**config.mk**
```make
export PLATFORM = sky130hd
export DESIGN_NAME = sc_char_tx
export DESIGN_NICKNAME = d
export VERILOG_FILES = /design/src/rtl/sc_tx_pkg.sv /design/src/rtl/sc_line_sync.sv /design/src/rtl/sc_frame_gen.sv /design/src/rtl/sc_tx_ctrl.sv /design/src/rtl/sc_char_tx.sv
export SDC_FILE = /design/constraint.sdc
export NUM_CORES = 1
export LEC_CHECK = 0
export ABC_AREA = 0
export CORE_ASPECT_RATIO = 0.9
export CORE_UTILIZATION = 30
export CTS_CLUSTER_SIZE = 16
export DETAILED_ROUTE_END_ITERATION = 12
export DONT_BUFFER_PORTS = 1
export SYNTH_ARGS = -nofsm -noshare
export SYNTH_HDL_FRONTEND = slang
export SYNTH_SLANG_ARGS = --single-unit
```
**constraint.sdc**
```tcl
create_clock -name clk_i -period 4.98 [get_ports clk_i]
set_input_delay 0.249 -clock clk_i [delete_from_list [all_inputs] [get_ports clk_i]]
set_output_delay 0.249 -clock clk_i [all_outputs]
set_load 0.005 [all_outputs]
```
**src/rtl/sc_tx_pkg.sv**
```systemverilog
package sc_tx_pkg;
  typedef enum logic [1:0] {
    ST_IDLE,
    ST_ARM,
    ST_SEND
  } tx_state_e;
endpackage

```
**src/rtl/sc_line_sync.sv**
```systemverilog
module sc_line_sync #(
  parameter int STAGES = 2
) (
  input  logic clk_i,
  input  logic rst_ni,
  input  logic d_i,
  output logic q_o
);
  logic [STAGES-1:0] chain_q;

  generate
    for (genvar i = 0; i < STAGES; i++) begin : g_stage
      always_ff @(posedge clk_i or negedge rst_ni) begin
        if (!rst_ni) chain_q[i] <= 1'b1;
        else if (i == 0) chain_q[i] <= d_i;
        else chain_q[i] <= chain_q[(i > 0) ? i-1 : 0];
      end
    end
  endgenerate

  assign q_o = chain_q[STAGES-1];
endmodule

```
**src/rtl/sc_frame_gen.sv**
```systemverilog
module sc_frame_gen #(
  parameter int DATA_W = 8,
  parameter int HW     = 5
) (
  input  logic [DATA_W-1:0] data_i,
  input  logic [HW-1:0]     half_idx_i,
  output logic              drive_o
);
  localparam int FRAME_BITS = DATA_W + 2;
  localparam int IW = HW - 1;

  logic [FRAME_BITS-1:0] frame;
  logic [IW-1:0]         bit_idx;

  assign frame   = {^data_i, data_i, 1'b0};
  assign bit_idx = half_idx_i[HW-1:1];

  // past the parity bit the line is released
  always_comb begin
    drive_o = 1'b0;
    for (int i = 0; i < FRAME_BITS; i++) begin
      if (bit_idx == IW'(i)) drive_o = ~frame[i];
    end
  end
endmodule

```
**src/rtl/sc_tx_ctrl.sv**
```systemverilog
module sc_tx_ctrl
  import sc_tx_pkg::*;
#(
  parameter int DATA_W = 8
) (
  input  logic              clk_i,
  input  logic              rst_ni,
  input  logic              tick_i,
  input  logic              te_i,
  input  logic              gm_i,
  input  logic              wr_i,
  input  logic [DATA_W-1:0] wdata_i,
  input  logic              ers_clr_i,
  input  logic              line_i,
  output logic              line_oe_o,
  output logic              tdre_o,
  output logic              tend_o,
  output logic              ers_o
);
  localparam int FRAME_BITS = DATA_W + 2;
  localparam int GUARD_H    = 2 * FRAME_BITS;
  localparam int SAMPLE_H   = GUARD_H + 2;
  localparam int END_GM1_H  = SAMPLE_H;
  localparam int END_GM0_H  = SAMPLE_H + 3;
  localparam int RETRY_H    = SAMPLE_H + 4;
  localparam int HW         = $clog2(RETRY_H + 1);
  localparam logic [HW-1:0] GUARD_V   = HW'(GUARD_H);
  localparam logic [HW-1:0] SAMPLE_V  = HW'(SAMPLE_H);
  localparam logic [HW-1:0] END_GM1_V = HW'(END_GM1_H);
  localparam logic [HW-1:0] END_GM0_V = HW'(END_GM0_H);
  localparam logic [HW-1:0] RETRY_V   = HW'(RETRY_H);

  tx_state_e         state_q;
  logic [HW-1:0]     h_q, h_inc, h_sel;
  logic [DATA_W-1:0] data_q;
  logic              oe_q, tdre_q, tend_q, ers_q, retry_q;
  logic              restart, wr_ok, drive, end_hit;

  always_comb begin
    h_inc   = h_q + 1'b1;
    restart = (state_q == ST_SEND) && retry_q && (h_inc == RETRY_V);
    h_sel   = ((state_q == ST_ARM) || restart) ? '0 : h_inc;
    wr_ok   = wr_i && te_i && !ers_q && tend_q;
    end_hit = !retry_q && (gm_i ? (h_inc == END_GM1_V) : (h_inc == END_GM0_V));
  end

  sc_frame_gen #(.DATA_W(DATA_W), .HW(HW)) u_frame (
    .data_i     (data_q),
    .half_idx_i (h_sel),
    .drive_o    (drive)
  );

  always_ff @(posedge clk_i or negedge rst_ni) begin
    if (!rst_ni) begin
      state_q <= ST_IDLE;
      h_q     <= '0;
      data_q  <= '0;
      oe_q    <= 1'b0;
      tdre_q  <= 1'b1;
      tend_q  <= 1'b1;
      ers_q   <= 1'b0;
      retry_q <= 1'b0;
    end else begin
      if (ers_clr_i) ers_q <= 1'b0;
      if (!te_i) begin
        state_q <= ST_IDLE;
        h_q     <= '0;
        oe_q    <= 1'b0;
        tdre_q  <= 1'b1;
        tend_q  <= 1'b1;
        retry_q <= 1'b0;
      end else begin
        unique case (state_q)
          ST_IDLE: begin
            if (wr_ok) begin
              data_q  <= wdata_i;
              tdre_q  <= 1'b0;
              tend_q  <= 1'b0;
              state_q <= ST_ARM;
            end
          end
          ST_ARM: begin
            if (tick_i) begin
              state_q <= ST_SEND;
              h_q     <= h_sel;
              oe_q    <= drive;
              tdre_q  <= 1'b1;
              retry_q <= 1'b0;
            end
          end
          ST_SEND: begin
            if (tick_i) begin
              h_q  <= h_sel;
              oe_q <= drive;
              if (h_inc == SAMPLE_V && !line_i) begin
                retry_q <= 1'b1;
                ers_q   <= 1'b1;
              end else if (end_hit) begin
                tend_q  <= 1'b1;
                state_q <= ST_IDLE;
              end
              if (restart) retry_q <= 1'b0;
            end
          end
          default: state_q <= ST_IDLE;
        endcase
      end
    end
  end

  assign line_oe_o = oe_q;
  assign tdre_o    = tdre_q;
  assign tend_o    = tend_q;
  assign ers_o     = ers_q;


  wr_clr_chk: assert property (@(posedge clk_i) disable iff (!rst_ni)
    wr_ok |=> (!tend_q && !tdre_q));


  ers_hold_chk: assert property (@(posedge clk_i) disable iff (!rst_ni)
    (ers_q && !ers_clr_i) |=> ers_q);


  te_off_chk: assert property (@(posedge clk_i) disable iff (!rst_ni)
    !te_i |=> !line_oe_o);


  guard_chk: assert property (@(posedge clk_i) disable iff (!rst_ni)
    (state_q == ST_SEND && h_q >= GUARD_V) |-> !line_oe_o);


  busy_chk: assert property (@(posedge clk_i) disable iff (!rst_ni)
    (state_q != ST_IDLE) |-> !tend_q);
endmodule

```
**src/rtl/sc_char_tx.sv**
```systemverilog
module sc_char_tx #(
  parameter int DATA_W      = 8,
  parameter int SYNC_STAGES = 2
) (
  input  logic              clk_i,
  input  logic              rst_ni,
  input  logic              tick_i,
  input  logic              te_i,
  input  logic              tie_i,
  input  logic              rie_i,
  input  logic              gm_i,
  input  logic              wr_i,
  input  logic [DATA_W-1:0] wdata_i,
  input  logic              ers_clr_i,
  input  logic              io_i,
  output logic              io_oe_o,
  output logic              tdre_o,
  output logic              tend_o,
  output logic              ers_o,
  output logic              txi_o,
  output logic              eri_o
);
  logic line_s;

  sc_line_sync #(.STAGES(SYNC_STAGES)) u_sync (
    .clk_i  (clk_i),
    .rst_ni (rst_ni),
    .d_i    (io_i),
    .q_o    (line_s)
  );

  sc_tx_ctrl #(.DATA_W(DATA_W)) u_ctrl (
    .clk_i     (clk_i),
    .rst_ni    (rst_ni),
    .tick_i    (tick_i),
    .te_i      (te_i),
    .gm_i      (gm_i),
    .wr_i      (wr_i),
    .wdata_i   (wdata_i),
    .ers_clr_i (ers_clr_i),
    .line_i    (line_s),
    .line_oe_o (io_oe_o),
    .tdre_o    (tdre_o),
    .tend_o    (tend_o),
    .ers_o     (ers_o)
  );

  assign txi_o = tie_i & tend_o;
  assign eri_o = rie_i & ers_o;


  irq_chk: assert property (@(posedge clk_i) disable iff (!rst_ni)
    (txi_o |-> tend_o) and (eri_o |-> ers_o));
endmodule

```
==> results of run 1 <==
-- worst max path at each step --
stage	end	slack [ns]	depth (start not counted)
3_5_place_dp	u_ctrl.state_q[1]	2.75	7
4_1_cts	u_ctrl.state_q[1]	2.72	7
6_report	u_ctrl.line_oe_o	2.72	7
3_3_place_gp	u_ctrl.state_q[1]	2.82	7
5_1_grt	u_ctrl.line_oe_o	2.58	6
2_1_floorplan	u_ctrl.state_q[1]	2.91	8
-- cell type report --
type | count | area [µm²] | share of cell area (%)
Clock buffer | 4 | 55.1 | 3.34
Inverter | 7 | 26.3 | 1.59
Multi-Input combinational cell | 131 | 911 | 55.2
Sequential cell | 22 | 556 | 33.7
Tap cell | 65 | 81.3 | 4.93
Timing Repair Buffer | 2 | 20.0 | 1.21
-- power breakdown --
group / internal (mW) / switching, mW / total, mW
registers: 0.236 / 0.0550 / 0.291
clock network: 0.0706 / 0.0597 / 0.130
logic: 0.171 / 0.165 / 0.336
-- cell families (layout without fill, tap and decap cells) --
family                   after synthesis  count (layout)  share of synthesized area (%)
multiplexers                          12              12                           8.80
AO/OA/AOI/OAI                         46              46                           20.0
flip-flops                            22              22                           36.2
adder cells (fa/ha/maj)                7               7                           5.70
buffers and inverters                 14              13                           4.48
XOR/XNOR                               9               9                           5.13
AND/OR/NAND/NOR                       57              57                           19.7
-- synthesized netlist by cell type, drive strengths merged, types with 2 or more instances --
| cell | instances | share of area, % |
|---|---|---|
| a21boi | 4 | 2.0 |
| a21oi | 12 | 3.9 |
| a22o | 2 | 1.2 |
| and2 | 6 | 2.4 |
| buf | 3 | 1.8 |
| clkbuf | 4 | 0.98 |
| dfrtp | 18 | 29 |
| dfstp | 4 | 6.8 |
| ha | 7 | 5.7 |
| inv | 7 | 1.7 |
| mux2 | 9 | 6.8 |
| mux2i | 3 | 2.0 |
| nand2 | 18 | 4.4 |
| nand2b | 6 | 2.4 |
| nand3 | 8 | 2.6 |
| nor2 | 6 | 1.5 |
| nor2b | 3 | 1.2 |
| nor3 | 3 | 0.98 |
| o211ai | 2 | 0.98 |
| o21ai | 12 | 3.9 |
| o221a | 2 | 1.5 |
| o22ai | 2 | 0.81 |
| xnor2 | 8 | 4.6 |
-- worst max-delay path: stages, from the launching register on --
cell	delay [ns]
dfrtp_1	0.48
ha_1	0.38
and2_1	0.29
nand2_1	0.07
o21ai_1	0.33
mux2i_1	0.25
nor2_1	0.06
o31a_1	0.29
-- per-layer routing --
metal	track usage, %	share of wire, %	vias to the layer above
met5	0	0	-
met4	4.40	1.2	0
met3	2.61	4.3	4
met2	18.7	42	25
met1	18.9	52	551
li1	-	-	587
-- through the flow --
step	cell area, µm²	power, mW	utilization [%]	hold WS (ns)	worst slack [ns]
2_1_floorplan	1540	0.560	-	-0.0466	2.91
3_3_place_gp	1570	0.622	32.2	-0.0461	2.82
3_5_place_dp	1570	0.624	32.2	-0.0461	2.75
4_1_cts	1650	0.764	33.7	0.0682	2.72
5_1_grt	1650	0.815	33.7	0.0773	2.58
6_report	1650	0.757	33.7	0.0733	2.72
-- repair_timing --
item	CTS	global route
hold buffers	2	0
setup buffers	0	0
endpoints found under the hold margin	23	0
-- layout by cell type (no fill, tap or decap), types with 2 or more instances in the layout --
master / n
o21ai_1: 2
nand2b_1: 6
nor2_1: 6
dlygate4sd3_1: 2
dfrtp_1: 18
a21oi_1: 12
ha_1: 7
mux2i_1: 3
nand2_1: 18
mux2_2: 8
nor2b_1: 3
and2_1: 5
dfstp_2: 4
o21ai_0: 10
inv_1: 7
nor3_1: 3
nand3_1: 8
a21boi_0: 4
clkbuf_8: 4
o22ai_1: 2
xnor2_1: 8
o211ai_1: 2
==> results.cfg, run 1 <==
[run_status]
status = finished, final reports clean

[die]
die_y_um = 69.9
io_pins = 24
rows = 24
core_area_mm2 = 0.00489
initial_utilization_pct = 31.4
dieArea_mm2 = 0.00541
die_w_um = 77.4

[placed_design]
dp.cells = 225
port_buffers = 0
post-dp-hpwl_um = 2400
place_congestion = 0.824

[critical_path]
worstSetupEndpointType = flop
critical_path_arrival_ns = 2.41
worst-setup-path-type = reg2reg
worstPathMaxFanout = 10
regToRegSetupSlack_ns = 2.72
crit_required_ns = 5.13
worstSetupStartpoint = u_ctrl.h_q[0]
r2r_end = u_ctrl.line_oe_o
rr_startpoint = u_ctrl.h_q[0]
r2r_cells = 7
start_kind = flop

[layout]
largestRegisters = u_ctrl.data_q x8, u_ctrl.h_q x5, u_ctrl.state_q x2
largest_reg_flops = 8
nNetsFinal = 192
drive_gt1_share_pct = 14.5
regMostFlops = u_ctrl.data_q
num_antenna_cells = 0
n_fill_cell = 504
areaGrowthSynthToFinish_pct = 7.42
final_cell_count_no_fill = 231

[grt]
grt-ovfl-total = 0
antenna_found_initial = 0
grt_pass1_wl_um = 5440
grt_max_degree = 23
grt_use_total_pct = 12.9
grt_pass1_vias = 1108

[worst_hold_path]
min_path_cells = 1
hold-path-endpoint = u_ctrl.ers_o
hold_path.startpoint = ers_clr_i
hp-class = in2reg

[pwr]
p_leak_nw = 0.658
powerDensity_mw_per_mm2 = 459
ir_drop_mv = 0.295

[synthesis]
yosysSeqAreaShare_pct = 36.2
yosys.cell_types.count = 47
synth_edf_count = 0
async_reset_ff_share_pct = 100
synth_area_mm2 = 0.00154
synth_flop_cell = dfrtp_1
synth_cells = 167
ys.warnings.count = 0
syn-mean-instance-area_um2 = 9.19
synth_seq_cells = 22
synth_nets = 192

[clock_tree]
htree_levels = 1
clk_pin_slew_ns = 0.08
clk_latency_ns = 0.27
cts_tree = built
clock_sinks = 22
ctsResizeCount = 0
cts_root_buffer = clkbuf_8
clockBufferDepth = 2
cts_buffers = 3

[sta]
grt_setup_unrepaired = no
finalSetupTns_ns = 0
fmax_mhz = 443
drv_slew = 0
worst_slew_pin_slew_ns = 1.05
relSlewSlack_pct = 29.7
hold_viol = 0
setup_viol = 0
skew_ns = 0.00478
fin_crit_sh_pct = 45.3
min_period_ns = 2.26

[detailed_routing]
drt-total-wl_um = 3310
post-route-drc-count = 0
via_count = 1167
antenna_left = 0
avgRoutedWirePerCell_um = 14.3
routed_via_density = 5.05
drt_iter0_drc = 72
dr.pass1.iters = 4

[job]
max-cap-violations = 0
No activity file was read; power rests on OpenSTA's default activity.
==> run 2: changes to the inputs <==
--- a/config.mk
+++ b/config.mk
@@ -5,7 +5,7 @@
 export SDC_FILE = /design/constraint.sdc
 export NUM_CORES = 1
 export LEC_CHECK = 0
-export ABC_AREA = 0
+export ABC_AREA = 1
 export CORE_ASPECT_RATIO = 0.9
 export CORE_UTILIZATION = 30
 export CTS_CLUSTER_SIZE = 16
==> constraint.sdc (replaced) <==
create_clock -name clk_i -period 2.05 [get_ports clk_i]
set_input_delay 0.1025 -clock clk_i [delete_from_list [all_inputs] [get_ports clk_i]]
set_output_delay 0.1025 -clock clk_i [all_outputs]
set_load 0.005 [all_outputs]
==> results.cfg, run 2 <==
[layout]
multi_input_area_um2 = 801
largest_reg_flops = 8
final_cell_count_no_fill = 263
seqCellArea_um2 = 558
nNetsFinal = 227
largestRegisters = u_ctrl.data_q x8, u_ctrl.h_q x5, u_ctrl.state_q x2
final_common_cell = nand2_1
most-common-layout-cells = nand2_1 (34), inv_1 (27), dfrtp_1 (16)
num_antenna_cells = 0
n_fill_cell = 471
regMostFlops = u_ctrl.data_q
final_area_mm2 = 0.00180
areaGrowthSynthToFinish_pct = 26.0
drive_gt1_share_pct = 22.4

[die]
initial_utilization_pct = 31.7
dieArea_mm2 = 0.00505
die_w_um = 74.8
die_y_um = 67.5
io_pins = 24
core_area_mm2 = 0.00452
rows = 23

[critical_path]
crit_family = simple AND/OR/NAND/NOR gates
worstSetupStartpoint = u_ctrl.h_q[0]
cp_num_buf_inv = 2
crit_required_ns = 2.22
critical_path_arrival_ns = 2.04
worst-setup-path-type = reg2reg
start_kind = flop
worstSetupEndpointType = flop
critPathSlowestCell = dfrtp_2
rr_startpoint = u_ctrl.h_q[0]
worstPathMaxFanout = 6
cp_cell_sequence = ha_4 -> nand2_1 -> nand2_4 -> inv_2 -> nand4_1 -> nor2_1 -> o221ai_1 -> a21boi_0 -> inv_1
slowest_delay_ns = 0.47

[placed_design]
post-place-ws_ns = 0.179
port_buffers = 0
dp.cells = 240
place_area_mm2 = 0.00151
post-dp-hpwl_um = 2340
place_congestion = 0.821

[synthesis]
synth_flop_cell = dfrtp_1
async_reset_ff_share_pct = 100
synth_commonest_cells = nand2_1 (35), inv_1 (29), dfrtp_1 (18)
synth_nets = 203
synth_cells = 178
synth_area_mm2 = 0.00143
yosys.cell_types.count = 33
yosysSeqAreaShare_pct = 38.8
yosysMostFrequentCell = nand2_1
yosys.area.top_type = dfrtp_1
synthTopCellsByArea = dfrtp_1 (31%), nand2_1 (9.2%), inv_1 (7.6%)
synth_top_area_share_pct = 31.5
synth_seq_cells = 22
ys.warnings.count = 0
syn-mean-instance-area_um2 = 8.04
synth_edf_count = 0

[grt]
grt_pass1_wl_um = 5510
antenna_found_initial = 0
grt_max_degree = 23
grt-ovfl-total = 0
grt_pass1_vias = 1227
grt_use_total_pct = 14.5

[sta]
worst_slew_pin_slew_ns = 0.989
hold_viol = 0
min_period_ns = 1.87
setup_viol = 0
finalSetupTns_ns = 0
fmax_mhz = 535
drv_slew = 0
relSlewSlack_pct = 33.9
fin_crit_sh_pct = 91.1
setup_slack_ns = 0.182
hold_slack_ns = 0.0208
skew_ns = 0.00743

[pwr]
powerDensity_mw_per_mm2 = 1130
p_leak_nw = 0.839
ir_drop_mv = 0.808

[worst_hold_path]
hp-class = in2reg
hold_path.startpoint = tick_i

[detailed_routing]
drt_iter0_drc = 100
routed_via_density = 4.68
dr.pass1.iters = 4
avgRoutedWirePerCell_um = 12.0
drt-total-wl_um = 3160
post-route-drc-count = 0
antenna_left = 0
via_count = 1232

[clock_tree]
clock_sinks = 22
cts_buffers = 3
cts_tree = built
clk_latency_ns = 0.27
cts_root_buffer = clkbuf_8
htree_levels = 1
clockBufferDepth = 2
clk_pin_slew_ns = 0.09

[run_status]
status = finished, final reports clean

[job]
max-cap-violations = 0
==> run 2: worst reg2reg max path, stage by stage (launching register included) <==
cell and delay, ns:
dfrtp_2 0.47, ha_4 0.19, nand2_1 0.09, nand2_4 0.10, inv_2 0.11, nand4_1 0.13
nor2_1 0.27, o221ai_1 0.18, a21boi_0 0.18, inv_1 0.05
==> run 2: per-stage QoR <==
| stage | total power [mW] | utilization (%) |
|---|---|---|
| finish | 2.03 | 39.9 |
| global route | 2.20 | 39.9 |
| CTS | 1.97 | 37.7 |
| detailed placement | 1.52 | 33.5 |
| global placement | 1.51 | 33.5 |
| floorplan | 1.36 | - |
==> run 2: area by class of cell <==
type | instances | share of cell area [%]
clock buffers | 3 | 2.29
repair buffers | 20 | 9.99
multi-input cells | 124 | 44.4
clock inverters | 1 | 1.66
well taps | 62 | 4.30
inverters | 31 | 6.45
flip-flops and latches | 22 | 30.9
==> run 2: logic make-up after synthesis <==
| kind of cell | share of synthesized area (%) |
|---|---|
| flip-flops | 38.8 |
| AO/OA/AOI/OAI | 11.7 |
| buffers and inverters | 8.39 |
| AND/OR/NAND/NOR | 27.5 |
| adder cells (fa/ha/maj) | 6.12 |
| multiplexers | 3.15 |
| XOR/XNOR | 4.28 |
==> run 2: final timing paths <==
kind | slack, ns | cells after the start | endpoint
min in group asynchronous | 0.44 | 1 | u_ctrl.line_oe_o
min | 0.02 | 2 | u_ctrl.ers_o
max reg2reg | 0.18 | 9 | u_ctrl.retry_q
max | 0.18 | 9 | u_ctrl.retry_q
min reg2reg | 0.37 | 0 | u_sync.q_o
max in group asynchronous | 0.94 | 1 | u_ctrl.h_q[1]
==> run 2: routing by layer <==
layer | global-route usage [%] | share of wire (%) | wire length, µm
met5 | 0 | 0 | 0
met4 | 4.72 | 1.9 | 61
met3 | 4.48 | 6.5 | 205
met2 | 21.8 | 43 | 1350
met1 | 19.8 | 49 | 1540
==> run 2: timing repair <==
action | 4_1_cts | 5_1_grt
setup buffers | 0 | 7
resized for setup | 0 | 14
hold endpoints to repair | 35 | 0
hold buffers | 12 | 0
endpoints found under the setup margin | 0 | 5
==> run 2: power by group <==
group / total [mW] / internal (mW) / switching (mW)
logic: 0.904 / 0.429 / 0.475
clock network: 0.417 / 0.261 / 0.156
registers: 0.709 / 0.586 / 0.123
total: 2.03 / 1.28 / 0.754
==> run 3: changes to the inputs <==
--- a/config.mk
+++ b/config.mk
@@ -5,12 +5,12 @@
 export SDC_FILE = /design/constraint.sdc
 export NUM_CORES = 1
 export LEC_CHECK = 0
-export ABC_AREA = 1
 export CORE_ASPECT_RATIO = 0.9
 export CORE_UTILIZATION = 30
 export CTS_CLUSTER_SIZE = 16
 export DETAILED_ROUTE_END_ITERATION = 12
 export DONT_BUFFER_PORTS = 1
+export RECOVER_POWER = 25
 export SYNTH_ARGS = -nofsm -noshare
 export SYNTH_HDL_FRONTEND = slang
 export SYNTH_SLANG_ARGS = --single-unit
==> results.cfg, run 3 (synthesized netlist as in run 1, its figures left out) <==
[run_status]
status = finished, final reports clean

[pwr]
combinationalPowerShare_pct = 44.8
p_leak_nw = 0.759
powerDensity_mw_per_mm2 = 1050
pwr-share-clk_pct = 20.9
power.switching_mw = 0.706
p_sw_share_pct = 35.3
ir_drop_mv = 0.675
internal_power_mw = 1.30
power_frac_seq_pct = 34.3

[detailed_routing]
routed_via_density = 5.02
antenna_left = 0
via_count = 1266
avgRoutedWirePerCell_um = 14.4
drt-total-wl_um = 3630
dr.pass1.iters = 4
post-route-drc-count = 0
drt_iter0_drc = 64

[critical_path]
worstPathMaxFanout = 6
cp_num_buf_inv = 1
crit_required_ns = 2.21
rr_startpoint = u_ctrl.h_q[1]
critPathSlowestCell = dfrtp_1
start_kind = flop
regToRegSetupSlack_ns = 0.09
cp_cell_sequence = buf_4 -> and3b_1 -> o32ai_4 -> a31o_1 -> nand4_2 -> a21o_1 -> o221a_1
critical_path_arrival_ns = 2.12
r2r_cells = 7
worstSetupEndpointType = flop
crit_family = compound AO/OA/AOI/OAI gates
worst-setup-path-type = reg2reg
r2r_end = u_ctrl.state_q[1]
slowest_delay_ns = 0.39

[clock_tree]
clk_pin_slew_ns = 0.09
clock_sinks = 22
cts_tree = built
clockBufferDepth = 2
clk_latency_ns = 0.27
htree_levels = 1
cts_root_buffer = clkbuf_8
cts_buffers = 3

[placed_design]
port_buffers = 0
post-dp-hpwl_um = 2510
place_congestion = 0.828
dp.cells = 234

[layout]
largestRegisters = u_ctrl.data_q x8, u_ctrl.h_q x5, u_ctrl.state_q x2
final_util_pct = 38.9
largest_reg_flops = 8
regMostFlops = u_ctrl.data_q
num_antenna_cells = 0
areaGrowthSynthToFinish_pct = 24.0
nNetsFinal = 213
final_cell_count_no_fill = 252
n_fill_cell = 489
drive_gt1_share_pct = 21.4
most-common-layout-cells = nand2_1 (18), dfrtp_1 (18), dlygate4sd3_1 (13)

[sta]
worst_slew_pin_slew_ns = 1.02
fin_crit_sh_pct = 95.8
skew_ns = 0.00130
hold_viol = 0
grt_setup_unrepaired = no
fmax_mhz = 509
relSlewSlack_pct = 31.7
finalSetupTns_ns = 0
setup_viol = 0
drv_slew = 0
min_period_ns = 1.96

[grt]
grt-ovfl-total = 0
grt_max_degree = 23
grt_pass1_wl_um = 6150
grt_use_total_pct = 14.3
grt_pass1_vias = 1323
antenna_found_initial = 0

[die]
io_pins = 24
die_y_um = 69.9
initial_utilization_pct = 31.4
dieArea_mm2 = 0.00541
rows = 24
die_w_um = 77.4
core_area_mm2 = 0.00489

[worst_hold_path]
hold-path-endpoint = u_ctrl.tend_o
min_path_cells = 1
hold_path.startpoint = te_i
hp-class = in2reg

[job]
max-cap-violations = 0
-- run 3: cell types whose count changed in the layout (fill, tap and decap cells not counted), sizes merged, moves of 5 or more --
cell    before  now
inv         31    7
nand2       41   18
nor2        20    6
a21oi        5   12
and2         0    6
nand2b       0    6
nand4        7    1
o21ai        6   12
mux2         4    9
-- run 3: how the worst max path moves through the flow --
stage	from	endpoint	slack, ns	cells past startpoint
2_1_floorplan	u_ctrl.h_q[0]	u_ctrl.state_q[1]	0.02	8
3_3_place_gp	u_ctrl.h_q[1]	u_ctrl.line_oe_o	0.03	9
3_5_place_dp	u_ctrl.h_q[1]	u_ctrl.line_oe_o	0.01	9
4_1_cts	u_ctrl.h_q[1]	u_ctrl.line_oe_o	0.07	7
5_1_grt	u_ctrl.h_q[1]	u_ctrl.state_q[1]	0.004	7
6_report	u_ctrl.h_q[1]	u_ctrl.state_q[1]	0.09	7
-- run 3: cell type report --
class	count	area, µm²	share of cell area, %
Multi-Input combinational cell	131	960	50.4
Sequential cell	22	556	29.2
Timing Repair Buffer	23	209	11.0
Tap cell	65	81.3	4.27
Clock buffer	3	41.3	2.17
Clock inverter	1	30.0	1.58
Inverter	7	26.3	1.38
-- run 3: through the flow --
step / power [mW] / instance area (µm²) / hold WS [ns] / setup slack [ns]
6_report: 2.00 / 1900 / 0.0311 / 0.0866
5_1_grt: 2.16 / 1900 / 0.0237 / 0.00434
4_1_cts: 2.01 / 1870 / 0.0280 / 0.0655
3_5_place_dp: 1.55 / 1660 / -0.192 / 0.0121
3_3_place_gp: 1.55 / 1660 / -0.192 / 0.0328
2_1_floorplan: 1.36 / 1560 / -0.193 / 0.0161
-- run 3: power groups by stage --
| stage | combinational (mW) | sequential [mW] | clock [mW] |
|---|---|---|---|
| after global placement | 0.851 | 0.702 | 0 |
| after global routing | 1.00 | 0.711 | 0.442 |
| after floorplan | 0.684 | 0.678 | 0 |
| after detailed placement | 0.849 | 0.703 | 0 |
| after CTS | 0.887 | 0.695 | 0.427 |
| final | 0.898 | 0.687 | 0.418 |
-- run 3: routing by layer --
metal | global-route usage [%] | wire (µm)
met5 | 0 | 0
met2 | 22.4 | 1570
met4 | 3.14 | 48
met3 | 3.14 | 180
met1 | 20.2 | 1830
-- run 3: what timing repair did --
item                                   4_1_cts  5_1_grt
buffers inserted                             0        1
cloned                                       0        0
gates resized for setup                      1        8
setup endpoints to repair                    1        2
pin swaps                                    0        5
endpoints found under the hold margin       41        0
hold buffers                                13        0
